`config.mk`:
```
export PLATFORM = sky130hd
export DESIGN_NAME = duty_incr_unit
export DESIGN_NICKNAME = d
export VERILOG_FILES = /design/src/rtl/duty_pkg.sv /design/src/rtl/err_stage.sv /design/src/rtl/gain_scale.sv /design/src/rtl/duty_accum.sv /design/src/rtl/duty_incr_unit.sv
export SDC_FILE = /design/constraint.sdc
export NUM_CORES = 1
export LEC_CHECK = 0
export BUFFER_PORTS_ARGS = -buffer_cell sky130_fd_sc_hd__buf_2
export CAP_MARGIN = 20
export CORE_ASPECT_RATIO = 1.2
export CORE_MARGIN = 1.5
export CORE_UTILIZATION = 50
export CTS_CLUSTER_SIZE = 20
export DETAILED_ROUTE_END_ITERATION = 16
export PLACE_DENSITY = 0.73
export SYNTH_ARGS = -nofsm -noshare
export SYNTH_HDL_FRONTEND = slang
export SYNTH_SLANG_ARGS = --single-unit
```
`constraint.sdc`:
```
create_clock -name clk_i -period 4.8 [get_ports clk_i]
set_clock_uncertainty 0.15 [all_clocks]
set_input_delay 0.48 -clock clk_i [delete_from_list [all_inputs] [get_ports clk_i]]
set_output_delay 0.48 -clock clk_i [all_outputs]
set_load 0.01 [all_outputs]
```
`src/rtl/duty_pkg.sv`:
```
package duty_pkg;
  function automatic int max2(int a, int b);
    return (a > b) ? a : b;
  endfunction
endpackage

```
`src/rtl/err_stage.sv`:
```
module err_stage #(
  parameter int VW = 12,
  localparam int EW = VW + 1,
  localparam int CW = VW + 2
) (
  input  logic                 clk_i,
  input  logic                 rst_ni,
  input  logic                 sample_i,
  input  logic [VW-1:0]        vo_i,
  input  logic [VW-1:0]        ref_i,
  output logic signed [EW-1:0] err_o,
  output logic signed [CW-1:0] derr_o
);
  logic signed [EW-1:0] err_d, err_q;
  logic signed [CW-1:0] derr_d, derr_q;

  always_comb begin
    err_d  = $signed({1'b0, vo_i}) - $signed({1'b0, ref_i});
    // err_q still holds e(k-1) here
    derr_d = $signed({err_d[EW-1], err_d}) - $signed({err_q[EW-1], err_q});
  end

  always_ff @(posedge clk_i or negedge rst_ni) begin
    if (!rst_ni) begin
      err_q  <= '0;
      derr_q <= '0;
    end else if (sample_i) begin
      err_q  <= err_d;
      derr_q <= derr_d;
    end
  end

  assign err_o  = err_q;
  assign derr_o = derr_q;
endmodule

```
`src/rtl/gain_scale.sv`:
```
module gain_scale #(
  parameter int DIW   = 10,
  parameter int GW    = 8,
  parameter int GFRAC = 4,
  localparam int PW   = DIW + GW + 1
) (
  input  logic signed [DIW-1:0] incr_i,
  input  logic [GW-1:0]         gain_i,
  output logic signed [PW-1:0]  step_o
);
  logic signed [PW-1:0] inc_x, gain_x, prod;

  always_comb begin
    inc_x  = $signed({{(GW+1){incr_i[DIW-1]}}, incr_i});
    gain_x = $signed({{(DIW+1){1'b0}}, gain_i});
    prod   = inc_x * gain_x;
    // arithmetic shift: floor toward minus infinity
    step_o = prod >>> GFRAC;
  end
endmodule

```
`src/rtl/duty_accum.sv`:
```
module duty_accum #(
  parameter int DW = 12,
  parameter int PW = 19,
  localparam int SW = duty_pkg::max2(PW, DW + 1) + 1
) (
  input  logic                 clk_i,
  input  logic                 rst_ni,
  input  logic                 sample_i,
  input  logic signed [PW-1:0] step_i,
  output logic [DW-1:0]        duty_o
);
  localparam logic signed [SW-1:0] FULL = $signed({{(SW-DW){1'b0}}, {DW{1'b1}}});

  logic [DW-1:0]        duty_q, duty_d;
  logic signed [SW-1:0] sum;

  always_comb begin
    sum = $signed({{(SW-DW){1'b0}}, duty_q}) + $signed({{(SW-PW){step_i[PW-1]}}, step_i});
    if (sum[SW-1])       duty_d = '0;
    else if (sum > FULL) duty_d = {DW{1'b1}};
    else                 duty_d = sum[DW-1:0];
  end

  always_ff @(posedge clk_i or negedge rst_ni) begin
    if (!rst_ni)       duty_q <= '0;
    else if (sample_i) duty_q <= duty_d;
  end

  assign duty_o = duty_q;
endmodule

```
`src/rtl/duty_incr_unit.sv`:
```
module duty_incr_unit #(
  parameter int VW    = 12,
  parameter int DIW   = 10,
  parameter int GW    = 8,
  parameter int GFRAC = 4,
  parameter int DW    = 12,
  localparam int EW   = VW + 1,
  localparam int CW   = VW + 2,
  localparam int PW   = DIW + GW + 1
) (
  input  logic                  clk_i,
  input  logic                  rst_ni,
  input  logic                  sample_i,
  input  logic [VW-1:0]         vo_code_i,
  input  logic [VW-1:0]         ref_code_i,
  input  logic signed [DIW-1:0] incr_i,
  input  logic [GW-1:0]         gain_i,
  output logic signed [EW-1:0]  err_o,
  output logic signed [CW-1:0]  derr_o,
  output logic [DW-1:0]         duty_o
);
  logic signed [PW-1:0] step;

  err_stage #(.VW(VW)) u_err (
    .clk_i    (clk_i),
    .rst_ni   (rst_ni),
    .sample_i (sample_i),
    .vo_i     (vo_code_i),
    .ref_i    (ref_code_i),
    .err_o    (err_o),
    .derr_o   (derr_o)
  );

  gain_scale #(.DIW(DIW), .GW(GW), .GFRAC(GFRAC)) u_gain (
    .incr_i (incr_i),
    .gain_i (gain_i),
    .step_o (step)
  );

  duty_accum #(.DW(DW), .PW(PW)) u_acc (
    .clk_i    (clk_i),
    .rst_ni   (rst_ni),
    .sample_i (sample_i),
    .step_i   (step),
    .duty_o   (duty_o)
  );
endmodule

```
### After elaboration in Yosys (flattened, before gate mapping)

Index checks and enable logic that the tools add are counted.
Widths: inputs -> output; s select.

| cells by class | value |
|---|---|
| multiply operators | 1 |
| magnitude comparators | 1 |
| mux-type cells | 2 |
| add/subtract/negate cells | 3 |

Operator list:

| cell | number |
|---|---|
| $mux 12 | 2 |
| $gt 20x13->1 const B | 1 |
| $mul 10x9->19 | 1 |
| $add 13x15->16 | 1 |
| $sub 13x13->14 | 1 |
| $sub 12x12->13 | 1 |

| word-level totals | value |
|---|---|
| output and inout port bits | 39 |
| register bits after elaboration | 39 |

### Depth between registers and ports, before layout

Gate-level depths: netlist (run 1).

| logic depth | value |
|---|---|
| word-level depth | 5 |
| depth in mapped cells | 29 |

### Cells and area by module

Synthesis (run 1) repeated with hierarchy kept, for this count alone.

| unflattened totals | value |
|---|---|
| cell total of the unflattened synthesis | 819 |
| area, all modules | 6814.0 sq um |

Modules (own cells, without submodules):

| module | cells an instance | instances | area each (sq um) |
|---|---|---|---|
| gain_scale | 381 | 1 | 3161.8 |
| err_stage | 277 | 1 | 2331.0 |
| duty_accum | 161 | 1 | 1321.3 |

### Worst setup path after synthesis (run 1)

No wires, ideal clock.

| timing path | value |
|---|---|
| path type | input to register |
| from | input gain_i[2] |
| to | register u_acc.duty_q[6], in the netlist u_acc.duty_o[6] |
| slack | -1737 ps |
| arrival time | 6302 ps |
| path buffers | 3 |
| cell stages on the path | 27 |
| setup time | 86 ps |
| cell sequence | clkbuf_1 > nand2_1 > fa_1 > inv_1 > fa_1 > inv_1 > fa_1 > fa_1 > inv_1 > ha_1 > o21a_1 > a2111oi_4 > o31a_2 > nor2b_1 > o21ai_0 > nand2b_1 > xor2_1 > ha_1 > clkbuf_1 > and3_1 > nand3_1 > o31ai_1 > nand2_1 > o32ai_2 > o211ai_2 > buf_6 > o221ai_2 |

| between the ends | value |
|---|---|
| longest elaborated chain between the ends | 5 |

RTL lines:

| element | RTL line | source |
|---|---|---|
| start: declaration | duty_incr_unit.sv:17 | `input logic [GW-1:0] gain_i,` |
| $mul 10x9->19 (*) | gain_scale.sv:16 | `prod = inc_x * gain_x;` |
| $add 13x15->16 (*) | duty_accum.sv:18 | `sum = $signed({{(SW-DW){1'b0}}, duty_q}) + $signed({{(SW-PW){step_i[PW-1]}}, step_i});` |
| $gt 20x13->1 | duty_accum.sv:20 | `else if (sum > FULL) duty_d = {DW{1'b1}};` |
| $mux 12 | duty_accum.sv:20 |  |
| $mux 12 (*) | duty_accum.sv:19 | `if (sum[SW-1]) duty_d = '0;` |
| end signal: assignment | duty_accum.sv:26 | `else if (sample_i) duty_q <= duty_d;` |
| end: declaration | duty_accum.sv:14 | `logic [DW-1:0] duty_q, duty_d;` |

Mark *: on every way between the ends. The rest lies on a longest branch, timed or not.
A chain may end at the register's enable or synchronous reset.

### Worst setup path in the final report (run 1)

| timing path | value |
|---|---|
| from | input gain_i[2] |
| to | register u_acc.duty_q[9], in the netlist u_acc.duty_o[9] |

Same word-level chain as after synthesis.

==> results of run 1 <==
==> final cells by class <==
class	count	area share (%)
Inverter	135	6.36
Timing Repair Buffer	185	16.2
Sequential cell	39	12.3
Multi-Input combinational cell	500	60.5
Clock buffer	6	1.74
Clock inverter	2	0.440
Tap cell	161	2.53
==> per-stage QoR <==
step	instance area [um^2]	utilization [%]	std cells
floorplan	6370	-	690
global placement	7540	62.5	1012
detailed placement	7540	62.5	1012
CTS	7900	65.5	1026
global route	7970	66.1	1028
finish	7970	66.1	1028
==> worst max-delay path: stages <==
cell and delay [ns]:
buf_12 0.10, buf_4 0.12, nand2_1 0.07, fa_1 0.58, inv_1 0.08, fa_1 0.50
fa_1 0.49, inv_1 0.05, fa_1 0.53, inv_1 0.04, ha_1 0.28, o21ai_1 0.08
o31a_2 0.34, buf_4 0.14, xnor2_1 0.21, ha_1 0.33, a21oi_1 0.24, o21ai_2 0.10
a31oi_1 0.14, o21a_1 0.16, o2111ai_1 0.10, mux2_4 0.29, o211ai_4 0.27, buf_6 0.17
o221ai_2 0.08
==> cells by family (layout without fill, tap and decap cells) <==
family,count (synthesis),in the layout,share of synthesized area (%)
DFF,39,39,15.8
adders and majority gates,141,141,36.9
AOI/OAI and AO/OA,135,135,15.6
buffers and inverters,151,328,9.45
and+or+nand+nor,165,165,13.2
muxes,15,15,2.73
xor gates and xnor gates,44,44,6.35
==> layout by cell type, fill, tap and decap left out, types with 5 or more instances in the layout <==
| master | count |
|---|---|
| nand3_1 | 7 |
| buf_4 | 99 |
| nand2_1 | 50 |
| xor2_1 | 15 |
| a211oi_1 | 6 |
| o21a_1 | 5 |
| a22oi_1 | 5 |
| mux2_2 | 14 |
| fa_1 | 67 |
| xnor2_1 | 28 |
| nand2b_1 | 7 |
| ha_1 | 66 |
| dfrtp_1 | 39 |
| a21o_1 | 10 |
| buf_2 | 71 |
| a21oi_1 | 31 |
| nor3_1 | 7 |
| o21ai_0 | 22 |
| nor2_1 | 19 |
| inv_1 | 131 |
| buf_6 | 12 |
| nand2_4 | 5 |
| and2_1 | 39 |
| nand2_2 | 10 |
| clkbuf_16 | 5 |
==> registers in the layout, summed over array words and instances (netlist names) <==
signal        count
u_err.derr_o     14
u_err.err_o      13
u_acc.duty_o     12
==> repair_timing <==
action                     CTS  global route
setup buffers                6             2
gates resized for setup     40            16
pin swaps                   20            10
setup endpoints to repair   12            12
==> path summary, 6_finish.rpt <==
check / end / cells after the start / start / slack [ns]
worst max-delay path: u_acc.duty_o[9] / 25 / gain_i[2] / -1.21
worst min register to register: u_err.derr_o[0] / 2 / u_err.derr_o[0] / 0.34
min in group clk_i: u_err.derr_o[0] / 2 / u_err.derr_o[0] / 0.34
max in group asynchronous: u_err.derr_o[12] / 1 / rst_ni / 3.78
worst min-delay path: u_err.err_o[4] / 1 / rst_ni / 0.15
worst max register to register: u_acc.duty_o[9] / 12 / u_acc.duty_o[0] / 1.66
==> layer usage <==
metal	global-route usage [%]	share of wire (%)	vias to the layer above
li1	-	-	2616
met3	2.15	3.2	40
met2	45.6	55	120
met4	8.42	2.8	0
met5	0	0	-
met1	27.7	39	2689
==> cell usage after synthesis (3+ instances only) <==
cell,instances,area [um^2]
a211oi_1,6,45.0
a21o_1,10,75.1
a21o_2,3,26.3
a21oi_1,32,160
a22oi_1,5,37.5
a31o_2,3,26.3
a31oi_1,4,25.0
and2_1,42,263
clkbuf_1,10,37.5
dfrtp_1,39,976
fa_1,69,1380
ha_1,72,901
inv_1,135,507
mux2_2,15,169
nand2_1,64,240
nand2b_1,7,43.8
nand3_1,8,40.0
nor2_1,19,71.3
nor2b_1,3,18.8
nor3_1,7,35.0
o211ai_1,3,22.5
o21a_1,6,45.0
o21ai_0,24,120
o21ai_1,3,15.0
o21bai_1,4,30.0
o221ai_2,4,60.1
o31ai_1,5,37.5
or2_2,3,18.8
or3_1,3,18.8
xnor2_1,28,245
xor2_1,15,131
==> impl_results.md, run 1 <==
* Synthesis-stage register bit count at 39
* Pin count of the biggest net entering global routing at 42
* Setup_tns at -13.83 ns
* Root Driver: clkbuf_16
* Synth warn at 0
* Status: complete, but fails checks
* CP Data Required Time at 4.79 ns
* Syn-to-layout area delta at 28.8%
* Gate count after technology mapping at 690
* Hold WS at 0.154 ns
* Area occupied by registers at 976 um^2
* PortBufs at 83
* Prevailing post-synth register cell: dfrtp_1
* Worst Max-Slew Pin Slew at 0.882 ns
* All-Layer GR Usage at 24.0%
* Setup crit end kind: flip-flop
* CTS Buf Count at 5
* Wire per inst at between 10 and 15 um
* DP Worst Slack at -1.70 ns
* Slew headroom at between 40% and 50%
* CTS H-tree lvls at 2
* Fin nets at 1052
* Minimum clock period at 6.01 ns
* Seq/Total Area, Yosys at 15.8%
* Mean post-synth cell area at 8.96 um^2
* Fmax at 167 MHz
* Sink Count at 39
* Vias per inst at 5.32
* Setup crit start kind: input pin
* Ys async rst share at between 90% and 100%
* DP HPWL at 12500 um
* Critical path class: input pin to flip-flop
* First-pass GRT wire length at approximately 26000 um
* Site row count at 44
* DRC viols at 0
* Via Count at 5465
* Max_cap viols at 0
* Detailed Routing Iterations Pass 1 at 5
* Layout fillers at 933
* Gpl congestion at 0.876
* Synthesized area at 6180 um^2
* Final Hold Fails at 0
* Routed Antenna Nets at 0
* Die area at 13000 um^2
* Syn Nets at 876
* Setup Viol. Count Final at 12
* WP data arrival at 5.99 ns
* Die Ht at 125 um
* Die span in x at 105 um
* Worst Path Max Fanout at 8
* DRT iter0 DRCs at 230
* Setup WS post-layout at -1.21 ns
* HP Class: input pin to async pin
* Diode count at 0
* Unique masters post-synth at 65
* Area of the multi-input gates at 4820 um^2
* Clock transition at the registers of the reported paths at 0.06 ns
* Tcrit/Tclk final at 125%
* Residual overflow from global routing at 0
* Via count of the first global-routing pass at 5826
* Routed wire length at 14800 um
* RSZ-0062 raised after global routing: yes
* Post-synth EDFFs at 0
* Failing checks: setup timing
* CTS tree: yes
* Slew Viols, Final at 0
* Hold buffer count at CTS at 0
* Initial Utilization at 51.3%
* I/O Pins at 84
* Max Buffers Root-to-Sink at 2
* Core Box Area at 12100 um^2
* Layout cell share with drive strength beyond 1 at between 30% and 40%
* Later-pin clock latency in the skew report at 0.28 ns
* Initial antenna violation count at 0
Power of run 1 is not shown: default switching activity piles up to over one toggle a cycle in this logic, so the estimate is an artifact.
==> inputs of run 2 (changes only) <==
--- a/config.mk
+++ b/config.mk
@@ -5,6 +5,7 @@
 export SDC_FILE = /design/constraint.sdc
 export NUM_CORES = 1
 export LEC_CHECK = 0
+export ABC_AREA = 1
 export BUFFER_PORTS_ARGS = -buffer_cell sky130_fd_sc_hd__buf_2
 export CAP_MARGIN = 20
 export CORE_ASPECT_RATIO = 1.2
@@ -12,7 +13,7 @@
 export CORE_UTILIZATION = 50
 export CTS_CLUSTER_SIZE = 20
 export DETAILED_ROUTE_END_ITERATION = 16
-export PLACE_DENSITY = 0.73
+export PLACE_DENSITY = 0.72
 export SYNTH_ARGS = -nofsm -noshare
 export SYNTH_HDL_FRONTEND = slang
 export SYNTH_SLANG_ARGS = --single-unit
==> run 2 against run 1 <==
The flow still finishes with violations (setup timing). Non-clock buffer count increased by 1. Critical path depth increased by 4. Fmax increased by 11%. Sequential share of layout area decreased by 0.71 points. Worst hold slack improved by 0.0038 ns. Die area increased by 6.8%. Count of clock-buffer cells in the layout unchanged. Critical endpoint is now u_acc.duty_o[10]. Highest routed layer unchanged.
==> impl_results.md, run 2 <==
* Status: complete, but fails checks
* Failing checks: setup timing
* Final Hold Fails at 0 (unchanged)
* DP Worst Slack at -1.11 ns (+0.587 ns)
* Tcrit/Tclk final at 113% (-12 points)
* Via count of the first global-routing pass at 6478 (+11%)
* Reg2reg end: u_acc.duty_o[10]
* First-pass GRT wire length at 27400 um (+6.0%)
* DP HPWL at 13000 um (+4.1%)
* Worst Path Max Fanout at 6 (-2)
* Worst reg2reg path depth at 15 (+3)
* Minimum clock period at 5.43 ns (-0.577 ns)
* Synth cell count leaders: nand2_1, inv_1, ha_1
* Top-area cell type share of the netlist area at 20.9% (-1.5 points)
* Multiplexer share of the synthesized area at 0% (-2.7 points)
* Fin nets at 1297 (+23%)
* Most frequent cells in the layout: nand2_1, inv_1, buf_4
* Detailed Routing Iterations Pass 1 at 4 (-1)
* Synthesized area at 6620 um^2 (+7.0%)
* I/O Pins at 84 (unchanged)
* DRC viols at 0 (unchanged)
* RSZ-0062 raised after global routing: yes
* Ys async rst share at 100% (unchanged)
* Count leader, synth: nand2_1
* Setup_tns at -6.95 ns (+6.88 ns)
* CTS H-tree lvls at 2 (unchanged)
* Setup WS post-layout at -0.628 ns (+0.577 ns)
* Worst reg2reg path startpoint: u_acc.duty_o[0]
* PortBufs at 83 (unchanged)
* Die area at 13900 um^2 (+6.8%)
* Slew Viols, Final at 0 (unchanged)
* Combinational family with the most area after synthesis: adder cells
* Worst Max-Slew Pin Slew at 0.877 ns (-0.00445 ns)
* Gpl congestion at 0.873 (-0.31%)
* Max_cap viols at 0 (unchanged)
* Syn-to-layout area delta at 27.8%
* Initial antenna violation count at 0 (unchanged)
* CP peak stage delay at 0.55 ns (-0.03 ns)
* Wire per inst at 12.5 um (-14%)
* Routed Antenna Nets at 0 (unchanged)
* Compound-Gate Fraction of Synth Area at 8.22% (-7.4 points)
* CP max-delay cell: fa_1
* Synth warn at 0 (unchanged)
* Root Driver: clkbuf_16
* Top cell by count, worst path: fa_1
* Syn Nets at 1127 (+29%)
* Diode count at 0 (unchanged)
* Sink Count at 39 (unchanged)
* Setup crit end kind: flip-flop
* Mean post-synth cell area at 7.03 um^2 (-22%)
* Die Ht at 129 um (+3.4%)
* Site row count at 45 (+2.3%)
* CTS tree: yes
* Initial Utilization at 51.8% (+0.48 points)
* Prevailing post-synth register cell: dfrtp_1
* Die span in x at 108 um (+3.3%)
* Simple-gate portion of the synthesized area at 22.6% (+9.4 points)
* Slew headroom at 41.5% (+0.23 points)
* WP data arrival at 5.46 ns (-0.53 ns)
* Later-pin clock latency in the skew report at 0.28 ns (about the same)
* Max Buffers Root-to-Sink at 2 (unchanged)
* Setup Viol. Count Final at 12 (unchanged)
* CTS Buf Count at 5 (unchanged)
* Core Box Area at 12800 um^2 (+6.0%)
* Via Count at 6186 (+13%)
* Dpl cells at 1257 (+24%)
* Unique masters post-synth at 37 (-43%)
* Residual overflow from global routing at 0 (unchanged)
* R2R Setup Slk at 2.31 ns (+0.65 ns)
* Ranking of synthesized cells by area: fa_1, nand2_1, dfrtp_1
* All-Layer GR Usage at 24.2% (+0.23 points)
* Seq/Total Area, Yosys at 14.7% (-1.0 points)
* Routed wire length at 15900 um (+7.2%)
* Critical Path Start: gain_i[0]
* Setup crit start kind: input pin
* Vias per inst at 4.85 (-8.8%)
* Pin count of the biggest net entering global routing at 40 (-4.8%)
* Final std cells w/o fill at 1276 (+24%)
* Largest register FFs at 14 (unchanged)
* Synth area leader: fa_1
* Worst Setup EP: u_acc.duty_o[10]
* CP Data Required Time at 4.83 ns (+0.04 ns)
* Fmax at 184 MHz (+11%)
* Final core utilization at 66.2% (+0.083 points)
* XOR/XNOR Fraction of Synth Area at 4.76% (-1.6 points)
* Post-synth EDFFs at 0 (unchanged)
* Critical path class: input pin to flip-flop
* Synthesis-stage register bit count at 39 (unchanged)
* Gate count after technology mapping at 941 (+36%)
* Adder-Cell Fraction of Synth Area at 34.5% (-2.4 points)
* Layout cell share with drive strength beyond 1 at 24.5% (-6.6 points)
* Clock transition at the registers of the reported paths at 0.06 ns (about the same)
* HP Class: input pin to async pin
* Commonest non-fill, non-tap cell in the layout: nand2_1
* DRT iter0 DRCs at 269 (+17%)
==> run 2: how the worst min path moves through the flow <==
stage / endpoint / slack (ns) / from / depth (start not counted)
3_3_place_gp: u_err.derr_o[4] / 0.31 / u_err.derr_o[4] / 2
3_5_place_dp: u_err.derr_o[10] / 0.32 / u_err.derr_o[10] / 2
2_1_floorplan: u_acc.duty_o[0] / 0.03 / rst_ni / 0
5_1_grt: u_acc.duty_o[6] / 0.24 / rst_ni / 1
6_report: u_acc.duty_o[6] / 0.16 / rst_ni / 1
4_1_cts: u_acc.duty_o[5] / 0.20 / rst_ni / 1
==> run 2: final cells by class <==
type | instances | area, um^2
clock buffer | 6 | 129
tap | 164 | 205
timing repair buffer | 186 | 1320
fill | 1092 | 4330
clock inverter | 2 | 12.5
inverter | 242 | 908
multi-input combinational | 637 | 4900
sequential | 39 | 976
==> run 2: timing repair <==
action / 4_1_cts / 5_1_grt
hold buffers: 0 / 0
cloned: 1 / 0
endpoints found under the setup margin: 12 / 12
pin swaps: 20 / 13
resized for setup: 42 / 38
buffers inserted: 6 / 4
==> run 2: worst max-delay path, delay by kind of cell <==
family / cells / cell delay [ns]
adders and majority gates: 6 / 2.64
AOI/OAI and AO/OA: 3 / 0.48
buffers and inverters: 8 / 0.75
and+or+nand+nor: 11 / 0.94
xor gates and xnor gates: 1 / 0.17
==> run 2: logic make-up after synthesis <==
| logic type | Yosys count |
|---|---|
| AO/OA/AOI/OAI | 98 |
| flip-flops | 39 |
| adder cells (fa/ha/maj) | 141 |
| AND/OR/NAND/NOR | 361 |
| buffers and inverters | 266 |
| XOR/XNOR | 36 |
==> run 2: metal layers <==
| layer | GRT usage (%) | part of all wire (%) | routed length, um | up-vias |
|---|---|---|---|---|
| met5 | 0 | 0 | 0 | - |
| met4 | 8.59 | 3.0 | 482 | 0 |
| met3 | 2.97 | 3.3 | 519 | 36 |
| met2 | 48.3 | 54 | 8650 | 118 |
| met1 | 25.6 | 39 | 6240 | 2881 |
| li1 | - | - | - | 3151 |
==> run 2: metrics by stage <==
stage / hold slack (ns) / instance area, um^2
global route: 0.236 / 8460
detailed placement: 0.318 / 7940
CTS: 0.198 / 8280
floorplan: 0.0344 / 6850
global placement: 0.310 / 7940
finish: 0.158 / 8460
Power of run 2 is left out for the same reason.
==> inputs of run 3 (changes only) <==
--- a/config.mk
+++ b/config.mk
@@ -5,15 +5,13 @@
 export SDC_FILE = /design/constraint.sdc
 export NUM_CORES = 1
 export LEC_CHECK = 0
-export ABC_AREA = 1
 export BUFFER_PORTS_ARGS = -buffer_cell sky130_fd_sc_hd__buf_2
 export CAP_MARGIN = 20
 export CORE_ASPECT_RATIO = 1.2
-export CORE_MARGIN = 1.5
-export CORE_UTILIZATION = 50
+export CORE_UTILIZATION = 54
 export CTS_CLUSTER_SIZE = 20
 export DETAILED_ROUTE_END_ITERATION = 16
-export PLACE_DENSITY = 0.72
+export PLACE_DENSITY = 0.78
 export SYNTH_ARGS = -nofsm -noshare
 export SYNTH_HDL_FRONTEND = slang
 export SYNTH_SLANG_ARGS = --single-unit
==> run 3 against run 2 <==
Highest routed layer unchanged. Worst hold slack improved by 0.022 ns. The run still ends with setup timing left. Via count decreased by 9.2%. Critical path type unchanged. Routed wire length increased by 1.2%. Die area decreased by 15%. Sequential cell count unchanged. Global-route usage increased by 1.9 points. Worst setup slack got worse by 0.78 ns.
==> impl_results.md, run 3 (synthesized netlist as in run 1, its figures left out) <==
* Fin nets at 1052 (-19%)
* Final Hold Fails at 0 (unchanged)
* Die span in x at 99.7 um (-7.7%)
* Residual overflow from global routing at 0 (unchanged)
* Layout cell share with drive strength beyond 1 at 32.2% (+7.7 points)
* Finished Cell Area at 8070 um^2 (-4.5%)
* PortBufs at 83 (unchanged)
* Routed Antenna Nets at 0 (unchanged)
* Worst reg2reg path startpoint: u_acc.duty_o[0]
* Root Driver: clkbuf_16
* Vias per inst at 5.50 (+14%)
* First-pass GRT wire length at 25000 um (-8.6%)
* Diode count at 0 (unchanged)
* Commonest non-fill, non-tap cell in the layout: inv_1
* Worst Path Max Fanout at 9 (+3)
* I/O Pins at 84 (unchanged)
* Setup Viol. Count Final at 12 (unchanged)
* CP Data Required Time at 4.79 ns (-0.04 ns)
* Sink Count at 39 (unchanged)
* Largest register FFs at 14 (unchanged)
* Worst reg2reg path depth at 14 (-1)
* Routed wire length at 16100 um (+1.2%)
* Clock transition at the registers of the reported paths at 0.06 ns (about the same)
* CTS Buf Count at 5 (unchanged)
* RSZ-0062 raised after global routing: yes
* DP HPWL at 12000 um (-7.8%)
* Status: complete, but fails checks
* Setup crit start kind: input pin
* WP data arrival at 6.19 ns (+0.73 ns)
* Slew headroom at 36.5% (-4.9 points)
* Most frequent cells in the layout: inv_1, buf_4, buf_2
* Pin count of the biggest net entering global routing at 42 (+5.0%)
* Wire per inst at 15.8 um (+27%)
* Via count of the first global-routing pass at 5750 (-11%)
* Slew Viols, Final at 0 (unchanged)
* Critical path class: input pin to flip-flop
* Hold buffer count at CTS at 0 (unchanged)
* Setup WS post-layout at -1.40 ns (-0.775 ns)
* Later-pin clock latency in the skew report at 0.28 ns (about the same)
* Max Buffers Root-to-Sink at 2 (unchanged)
* Post-DP Area at 7460 um^2 (-6.0%)
* Initial Utilization at 55.8% (+4.0 points)
* Core Box Area at 11100 um^2 (-13%)
* Die area at 11900 um^2 (-15%)
* Detailed Routing Iterations Pass 1 at 5 (+1)
* Tcrit/Tclk final at 129% (+16 points)
* Gpl congestion at 0.893 (+2.3%)
* CTS H-tree lvls at 2 (unchanged)
* Setup crit end kind: flip-flop
* Via Count at 5619 (-9.2%)
* DRC viols at 0 (unchanged)
* Worst Max-Slew Pin Slew at 0.952 ns (+0.0746 ns)
* Failing checks: setup timing
* CP peak stage delay at 0.55 ns (about the same)
* Critical Path Start: gain_i[6]
* Setup_tns at -16.19 ns (-9.23 ns)
* Top cell by count, worst path: fa_1
* Fmax at 161 MHz (-12%)
* CTS tree: yes
* Max_cap viols at 0 (unchanged)
* CP max-delay cell: fa_1
* DRT iter0 DRCs at 307 (+14%)
* Die Ht at 119 um (-7.6%)
* Initial antenna violation count at 0 (unchanged)
* HP Class: input pin to async pin
* Final core utilization at 72.8% (+6.7 points)
* Site row count at 42 (-6.7%)
* All-Layer GR Usage at 26.1% (+1.9 points)
* Minimum clock period at 6.20 ns (+0.775 ns)
* Syn-to-layout area delta at 30.5%
==> run 3: cell types whose count changed in the layout (fill, tap and decap cells not counted), sizes merged, moves of 7 or more <==
cell	before	now
nand2	292	65
inv	242	135
and2	0	42
xnor2	9	29
nand3	27	8
mux2	0	15
o21ai	42	28
xor2	27	15
a21o	2	13
nand2b	0	7
nor2	26	19
==> run 3: per-stage QoR <==
| stage | hold slack [ns] | instances | worst slack (ns) |
|---|---|---|---|
| global placement | 0.317 | 996 | -1.66 |
| detailed placement | 0.335 | 996 | -1.79 |
| global route | 0.276 | 1021 | -1.62 |
| floorplan | 0.0344 | 690 | -1.33 |
| finish | 0.180 | 1021 | -1.40 |
| CTS | 0.218 | 1012 | -1.16 |
==> run 3: timing repair <==
action | in CTS | in global routing
setup buffers | 8 | 10
gates resized for setup | 40 | 36
pin swaps | 19 | 14
hold endpoints to repair | 0 | 0
endpoints found under the setup margin | 12 | 12
==> run 3: final timing paths <==
path | endpoint | slack (ns)
min reg2reg | u_err.derr_o[0] | 0.34
max in group asynchronous | u_err.err_o[5] | 3.71
min in group clk_i | u_err.derr_o[0] | 0.34
max | u_acc.duty_o[9] | -1.40
max reg2reg | u_acc.duty_o[9] | 1.56
min | u_err.err_o[6] | 0.18
==> run 3: cell type report <==
cell class	instances	area, um^2
fill	748	3010
tap	154	193
clock inverter	2	35.0
sequential	39	976
timing repair buffer	185	1320
inverter	135	507
clock buffer	6	139
multi-input combinational	500	4900
==> run 3: layer usage <==
layer	vias to the layer above	track usage, %	routed length [um]
li1	2611	-	-
met1	2764	31.3	6140
met2	189	48.4	8760
met3	55	2.58	630
met4	0	8.00	564
met5	-	0	0
==> run 3: worst max-delay path: cells and delay by family <==
family          cells  cell delay (ns)
xor+xnor            1             0.15
compound gates     11             1.82
mux                 1             0.30
simple gates        3             0.32
fa+ha+maj           6             2.37
buf+inv             8             0.74
Power of run 3 is left out for the same reason.
